===== config.mk =====
export PLATFORM = sky130hd
export DESIGN_NAME = pmic_i2c_target
export DESIGN_NICKNAME = d
export VERILOG_FILES = /design/src/rtl/pmic_i2c_pkg.sv /design/src/rtl/i2c_line_sync.sv /design/src/rtl/i2c_target_fsm.sv /design/src/rtl/pmic_reg_bank.sv /design/src/rtl/pmic_i2c_target.sv
export SDC_FILE = /design/constraint.sdc
export NUM_CORES = 1
export LEC_CHECK = 0
export BUFFER_PORTS_ARGS = -buffer_cell sky130_fd_sc_hd__buf_4
export CAP_MARGIN = 30
export CORE_AREA = 10 10 119 121
export CTS_BUF_LIST = sky130_fd_sc_hd__clkbuf_2 sky130_fd_sc_hd__clkbuf_4 sky130_fd_sc_hd__clkbuf_8
export DETAILED_ROUTE_END_ITERATION = 7
export DIE_AREA = 0 0 129 131
export SYNTH_ARGS = -nofsm -noshare
export SYNTH_HDL_FRONTEND = slang
export SYNTH_SLANG_ARGS = --single-unit
export TNS_END_PERCENT = 30

===== constraint.sdc =====
create_clock -name clk -period 5.35 [get_ports clk]
set_input_delay 0.2675 -clock clk [delete_from_list [all_inputs] [get_ports clk]]
set_output_delay 0.2675 -clock clk [all_outputs]
set_load 0.05 [all_outputs]

===== src/rtl/pmic_i2c_pkg.sv =====
package pmic_i2c_pkg;

  typedef enum logic [3:0] {
    ST_IDLE,
    ST_ADDR,
    ST_AACK,
    ST_PTR,
    ST_PACK,
    ST_WDATA,
    ST_DACK,
    ST_TX,
    ST_HACK,
    ST_SKIP
  } bus_st_t;

  localparam int          BYTE_W   = 8;
  localparam logic [7:0]  PTR_CTL0 = 8'h00;
  localparam logic [7:0]  PTR_CTL1 = 8'h01;
  localparam logic [7:0]  PTR_STAT = 8'h02;
  localparam logic [7:0]  CTL0_RST = 8'h08;
  localparam logic [4:0]  CTL1_RST = 5'h09;

  function automatic logic [6:0] own_addr(input logic [5:0] hi, input logic sel);
    return {hi, sel};
  endfunction

  function automatic logic [7:0] stat_byte(input logic t125, input logic ldo,
                                           input logic tsd, input logic ocp,
                                           input logic cab, input logic vok);
    return {1'b0, t125, ldo, 1'b0, tsd, ocp, cab, vok};
  endfunction

endpackage


===== src/rtl/i2c_line_sync.sv =====
module i2c_line_sync #(
  parameter int STAGES = 2
) (
  input  logic clk,
  input  logic rst_n,
  input  logic scl_raw,
  input  logic sda_raw,
  output logic sda_s,
  output logic scl_rise,
  output logic scl_fall,
  output logic start_det,
  output logic stop_det
);
  logic [STAGES-1:0] scl_ff, sda_ff;
  logic scl_prev, sda_prev, scl_s;

  always_ff @(posedge clk or negedge rst_n) begin
    if (!rst_n) begin
      scl_ff   <= '1;
      sda_ff   <= '1;
      scl_prev <= 1'b1;
      sda_prev <= 1'b1;
    end else begin
      scl_ff   <= {scl_ff[STAGES-2:0], scl_raw};
      sda_ff   <= {sda_ff[STAGES-2:0], sda_raw};
      scl_prev <= scl_s;
      sda_prev <= sda_s;
    end
  end

  assign scl_s     = scl_ff[STAGES-1];
  assign sda_s     = sda_ff[STAGES-1];
  assign scl_rise  = scl_s & ~scl_prev;
  assign scl_fall  = ~scl_s & scl_prev;
  assign start_det = scl_s & scl_prev & sda_prev & ~sda_s;
  assign stop_det  = scl_s & scl_prev & ~sda_prev & sda_s;
endmodule


===== src/rtl/i2c_target_fsm.sv =====
module i2c_target_fsm
  import pmic_i2c_pkg::*;
#(
  parameter logic [5:0] ADDR_HI = 6'b110000
) (
  input  logic       clk,
  input  logic       rst_n,
  input  logic       sda_s,
  input  logic       scl_rise,
  input  logic       scl_fall,
  input  logic       start_det,
  input  logic       stop_det,
  input  logic       addr_sel,
  input  logic [7:0] rd_byte,
  output logic       sda_oe,
  output logic [7:0] ptr,
  output logic [7:0] wr_data,
  output logic       wr_stb,
  output logic       rd_load,
  output logic       rd_done
);
  localparam int CNT_W = $clog2(BYTE_W) + 1;
  localparam logic [CNT_W-1:0] FULL = CNT_W'(BYTE_W);

  bus_st_t          st;
  logic [CNT_W-1:0] cnt;
  logic [7:0]       sh, tx;
  logic             rw, host_ack;
  logic             byte_end, rx_state;

  assign rx_state = (st == ST_ADDR) || (st == ST_PTR) || (st == ST_WDATA);
  assign byte_end = scl_fall && (cnt == FULL);
  assign wr_stb   = (st == ST_WDATA) && byte_end;
  assign rd_done  = (st == ST_TX) && byte_end;
  assign rd_load  = scl_fall && (((st == ST_AACK) && rw) || ((st == ST_HACK) && host_ack));
  assign wr_data  = sh;
  assign sda_oe   = (st == ST_AACK) || (st == ST_PACK) || (st == ST_DACK) ||
                    ((st == ST_TX) && !tx[7]);

  always_ff @(posedge clk or negedge rst_n) begin
    if (!rst_n) begin
      st       <= ST_IDLE;
      cnt      <= '0;
      sh       <= '0;
      tx       <= '0;
      rw       <= 1'b0;
      host_ack <= 1'b0;
      ptr      <= '0;
    end else if (start_det) begin
      st  <= ST_ADDR;
      cnt <= '0;
    end else if (stop_det) begin
      st  <= ST_IDLE;
      cnt <= '0;
    end else begin
      if (rx_state) begin
        if (scl_rise && cnt < FULL) begin
          sh  <= {sh[6:0], sda_s};
          cnt <= cnt + 1'b1;
        end else if (byte_end) begin
          cnt <= '0;
          case (st)
            ST_ADDR: begin
              if (sh[7:1] == own_addr(ADDR_HI, addr_sel)) begin
                st <= ST_AACK;
                rw <= sh[0];
              end else begin
                st <= ST_SKIP;
              end
            end
            ST_PTR: begin
              ptr <= sh;
              st  <= ST_PACK;
            end
            default: st <= ST_DACK;
          endcase
        end
      end else begin
        case (st)
          ST_AACK: if (scl_fall) begin
            st <= rw ? ST_TX : ST_PTR;
            if (rw) tx <= rd_byte;
          end
          ST_PACK: if (scl_fall) st <= ST_WDATA;
          ST_DACK: if (scl_fall) st <= ST_SKIP;
          ST_TX: begin
            if (scl_rise && cnt < FULL) begin
              cnt <= cnt + 1'b1;
            end else if (byte_end) begin
              cnt <= '0;
              st  <= ST_HACK;
            end else if (scl_fall) begin
              tx <= {tx[6:0], 1'b0};
            end
          end
          ST_HACK: begin
            if (scl_rise) host_ack <= !sda_s;
            if (scl_fall) begin
              st <= host_ack ? ST_TX : ST_SKIP;
              if (host_ack) tx <= rd_byte;
            end
          end
          default: ;
        endcase
      end
    end
  end
endmodule


===== src/rtl/pmic_reg_bank.sv =====
module pmic_reg_bank
  import pmic_i2c_pkg::*;
(
  input  logic       clk,
  input  logic       rst_n,
  input  logic [7:0] ptr,
  input  logic [7:0] wr_data,
  input  logic       wr_stb,
  input  logic       rd_load,
  input  logic       rd_done,
  input  logic       t125_i,
  input  logic       ldo_on_i,
  input  logic       tsd_i,
  input  logic       ocp_i,
  input  logic       cable_ok_i,
  input  logic       vout_ok_i,
  output logic [7:0] rd_byte,
  output logic [7:0] ctl0,
  output logic [4:0] ctl1,
  output logic       stat_clr,
  output logic       fault_n
);
  logic tsd_q, ocp_q, tsd_seen, ocp_seen;
  logic stat_sel;

  assign stat_sel = (ptr == PTR_STAT);
  assign stat_clr = rd_done && stat_sel;

  always_ff @(posedge clk or negedge rst_n) begin
    if (!rst_n) begin
      ctl0 <= CTL0_RST;
      ctl1 <= CTL1_RST;
    end else if (wr_stb) begin
      if (ptr == PTR_CTL0) ctl0 <= wr_data;
      if (ptr == PTR_CTL1) ctl1 <= wr_data[4:0];
    end
  end

  always_ff @(posedge clk or negedge rst_n) begin
    if (!rst_n) begin
      tsd_q    <= 1'b0;
      ocp_q    <= 1'b0;
      tsd_seen <= 1'b0;
      ocp_seen <= 1'b0;
    end else begin
      if (rd_load && stat_sel) begin
        tsd_seen <= tsd_q;
        ocp_seen <= ocp_q;
      end
      if (stat_clr) begin
        tsd_q <= (tsd_q & ~tsd_seen) | tsd_i;
        ocp_q <= (ocp_q & ~ocp_seen) | ocp_i;
      end else begin
        tsd_q <= tsd_q | tsd_i;
        ocp_q <= ocp_q | ocp_i;
      end
    end
  end

  always_comb begin
    case (ptr)
      PTR_CTL0: rd_byte = ctl0;
      PTR_CTL1: rd_byte = {3'b000, ctl1};
      PTR_STAT: rd_byte = stat_byte(t125_i, ldo_on_i, tsd_q, ocp_q, cable_ok_i, vout_ok_i);
      default:  rd_byte = 8'h00;
    endcase
  end

  assign fault_n = ~(tsd_q | ocp_q);
endmodule


===== src/rtl/pmic_i2c_target.sv =====
module pmic_i2c_target
  import pmic_i2c_pkg::*;
#(
  parameter logic [5:0] ADDR_HI     = 6'b110000,
  parameter int         SYNC_STAGES = 2
) (
  input  logic       clk,
  input  logic       rst_n,
  input  logic       scl_i,
  input  logic       sda_i,
  input  logic       addr_sel,
  output logic       sda_oe,
  input  logic       t125_i,
  input  logic       ldo_on_i,
  input  logic       tsd_i,
  input  logic       ocp_i,
  input  logic       cable_ok_i,
  input  logic       vout_ok_i,
  output logic       host_ctl,
  output logic       tone_gate,
  output logic       tone_int,
  output logic       out_en,
  output logic [2:0] vsel,
  output logic [1:0] tone_pos,
  output logic [1:0] ilim_code,
  output logic       ilim_ext,
  output logic       fault_n
);
  logic       sda_s, scl_rise, scl_fall, start_det, stop_det;
  logic [7:0] ptr, wr_data, rd_byte, ctl0;
  logic [4:0] ctl1;
  logic       wr_stb, rd_load, rd_done, stat_clr;

  i2c_line_sync #(.STAGES(SYNC_STAGES)) u_sync (
    .clk(clk), .rst_n(rst_n), .scl_raw(scl_i), .sda_raw(sda_i),
    .sda_s(sda_s), .scl_rise(scl_rise), .scl_fall(scl_fall),
    .start_det(start_det), .stop_det(stop_det)
  );

  i2c_target_fsm #(.ADDR_HI(ADDR_HI)) u_fsm (
    .clk(clk), .rst_n(rst_n), .sda_s(sda_s), .scl_rise(scl_rise),
    .scl_fall(scl_fall), .start_det(start_det), .stop_det(stop_det),
    .addr_sel(addr_sel), .rd_byte(rd_byte), .sda_oe(sda_oe), .ptr(ptr),
    .wr_data(wr_data), .wr_stb(wr_stb), .rd_load(rd_load), .rd_done(rd_done)
  );

  pmic_reg_bank u_regs (
    .clk(clk), .rst_n(rst_n), .ptr(ptr), .wr_data(wr_data), .wr_stb(wr_stb),
    .rd_load(rd_load), .rd_done(rd_done), .t125_i(t125_i), .ldo_on_i(ldo_on_i),
    .tsd_i(tsd_i), .ocp_i(ocp_i), .cable_ok_i(cable_ok_i), .vout_ok_i(vout_ok_i),
    .rd_byte(rd_byte), .ctl0(ctl0), .ctl1(ctl1), .stat_clr(stat_clr),
    .fault_n(fault_n)
  );

  assign host_ctl  = ctl0[7];
  assign tone_gate = ctl0[5];
  assign tone_int  = ctl0[4];
  assign out_en    = ctl0[3];
  assign vsel      = ctl0[2:0];
  assign tone_pos  = ctl1[4:3];
  assign ilim_code = ctl1[2:1];
  assign ilim_ext  = ctl1[0];
endmodule


==> results.toml <==
[run_status]
status = "finished with violations"
violations = "hold timing"

[worst_setup_path]
crit_chain = "and4b_1 -> o21ai_1 -> a211oi_4 -> mux2_2"
critical_path.endpoint_type = "flip-flop"
critPathLaunch = "u_fsm.st[1]"
r2r_start = "u_fsm.st[1]"
crit_required_ns = 5.58
worstSetupStartpointType = "flip-flop"
critPathKind = "reg -> reg"
worst_path_max_delay_cell = "dfrtp_1"
cp_data_arrival_time_ns = 2.63
rr_worst_depth = 4
crit_path_max_fanout = 17
worst_path_largest_cell_delay_ns = 0.64

[sta]
max-slew-margin-rel_pct = 52.0
finalHoldViolations = 35
hold_slack_ns = -0.0214
fin_crit_sh_pct = 44.9
min_period_ns = 2.40
clock.fmax_ghz = 0.416
clock_skew_ns = 0.00849
setup_viol = 0
slew_viol_final = 0
setup-tns-final_ns = 0
finalWorstSetupSlack_ns = 2.95
rsz0062_at_grt = "no"
worst_pin_slew_ns = 0.721

[clock_network]
ctsHoldBuffers = 0
cts_tree = "built"
cts_resized = 0
cts_buffers = 9
clock_latency_ns = 0.34
cts_root_buf = "clkbuf_8"
clk_pin_slew_ns = 0.08
clk_path_buf_depth = 2
cts_sinks = 57
post_cts_buffers = 0
htree_levels = 3

[route]
first_pass_iters = 4
vias = 1978
drt.antenna.violating_nets = 0
drt-initial-drc-count = 72
routed_wl_um = 6230
wl_per_cell_um = 15.2
viasPerCell = 4.81
drcViolationCount = 0

[synth]
netlist_area_um2 = 2890
synth_fp_nets = 251
syn_inst = 238
ys_warn_count = 0
netlist_top_cells_area = "dfrtp_1, mux2_2, dfstp_2"
netlist-cell-type-count = 56
syn_area_per_cell_um2 = 12.2
async_reset_ff_share_pct = 100
synthFlopType = "dfrtp_1"
yosysTopAreaCell = "dfrtp_1"
yosysSeqAreaShare_pct = 49.7
synth_top_area_share_pct = 41.5
synth_edf_count = 0
ys_seq_elements = 57

[die]
num_rows = 40
dieHeight_um = 131
initial_core_util_pct = 24.5
die_area_um2 = 16900
die_w_um = 129
core_um2 = 11800
io_pins = 25

[grt]
grt_overflow_total = 0
grt_start_max_net_pins = 58
grt_usage_pct = 7.72
grt_pass1_wl_um = 10400
grt_antenna_before_repair = 0
grt_pass1_vias = 1998

[layout]
layout_commonest_cell = "dfrtp_1"
final_cell_mix = "dfrtp_1, mux2_2, buf_4"
antennaDiodeCount = 0
fin_nets = 272
drive_above_1_share_pct = 36.7
fillers = 1222
areaGrowthSynthToFinish_pct = 17.7

[placement]
globalplace.congestion = 0.814
portBuffers = 24
hpwl_um = 4490
place_ws_ns = 2.97

[pwr]
combinationalPowerShare_pct = 21.9
p_sw_share_pct = 33.8
internal_power_w = 0.000899
p_per_area_nw_per_um2 = 399
seqPwrFrac_pct = 44.2
p_sw_w = 0.000459
peakVddDrop_mv = 0.135
clockPowerShare_pct = 33.9
leakagePower_nw = 1.52

[hold_path]
hold_class = "in -> async"

[job]
maxCapViolations = 0
-- layout make-up --
type / count / area, um2 / area share [%]
clock buffers: 9 / 124 / 3.64
clock inverters: 7 / 103 / 3.01
inverters: 5 / 18.8 / 0.551
multi-input cells: 162 / 1360 / 39.9
flip-flops and latches: 57 / 1440 / 42.2
well taps: 147 / 184 / 5.40
repair buffers: 24 / 180 / 5.29
-- power groups by stage --
| stage | clock network [W] | logic [W] | registers (W) |
|---|---|---|---|
| final | 0.000460 | 0.000297 | 0.000600 |
| after global routing | 0.000490 | 0.000329 | 0.000615 |
| after global placement | 0 | 0.000294 | 0.000605 |
| after detailed placement | 0 | 0.000298 | 0.000605 |
| after CTS | 0.000474 | 0.000299 | 0.000599 |
| after floorplan | 0 | 0.000270 | 0.000547 |
-- cell families after synthesis --
logic type,synth area share (%)
xor+xnor,0.606
flops,49.7
buf+inv,3.37
simple gates,15.3
fa+ha+maj,0.865
mux,19.2
compound gates,11.0
-- path summary, 6_finish.rpt --
check                                        end  slack [ns]
max in group asynchronous            u_fsm.st[3]        4.89
worst max-delay path                 u_fsm.tx[6]        2.95
worst max register to register       u_fsm.tx[6]        2.95
min in group clk                u_sync.sda_ff[0]        0.03
worst min-delay path                 u_fsm.tx[1]       -0.02
worst min register to register  u_sync.sda_ff[1]        0.36
-- stage by stage --
step | util [%] | std cells | power [W] | area (um2)
after detailed placement | 26.9 | 395 | 0.000903 | 3180
after CTS | 28.8 | 411 | 0.00137 | 3400
after floorplan | - | 238 | 0.000817 | 2890
after global routing | 28.8 | 411 | 0.00143 | 3400
after global placement | 26.9 | 395 | 0.000900 | 3180
final | 28.8 | 411 | 0.00136 | 3400
-- state kept, by name, summed over array words and instances, names as in the netlist --
signal and count:
u_fsm.ptr 8, u_fsm.tx 8, u_fsm.wr_data 8, u_regs.ctl0 8
u_regs.ctl1 5, u_fsm.cnt 4, u_fsm.st 4, u_sync.scl_ff 2
u_sync.sda_ff 2, u_fsm.host_ack 1, u_fsm.rw 1, u_regs.ocp_q 1
u_regs.ocp_seen 1, u_regs.tsd_q 1, u_regs.tsd_seen 1, u_sync.scl_prev 1
u_sync.sda_prev 1
-- synth_stat cells, types with 3 or more instances --
master,n
nand2b_1,3
o21ai_0,5
nand4_1,5
a21oi_1,5
a22oi_1,3
nand3_1,7
and4b_1,4
buf_4,5
nand4b_1,3
dfrtp_1,48
mux2i_1,7
nand2_1,12
inv_1,5
nor2b_1,7
a21o_1,3
mux2_1,3
nor2_1,8
mux2_2,40
dfstp_2,9
buf_2,6
clkbuf_1,3
-- worst max-delay path, delay by kind of cell, from the launching register on --
family | cells | cell delay [ns]
multiplexers | 1 | 0.39
flip-flops | 1 | 0.64
AND/OR/NAND/NOR | 1 | 0.58
AO/OA/AOI/OAI | 2 | 0.67
-- metal layers --
metal	track usage (%)	vias up	part of all wire [%]
met2	12.0	28	47
met3	2.30	14	3.5
met4	4.01	0	2.3
met5	0	-	0
li1	-	936	-
met1	9.48	1000	47
Power figures use the tool's default switching activity.
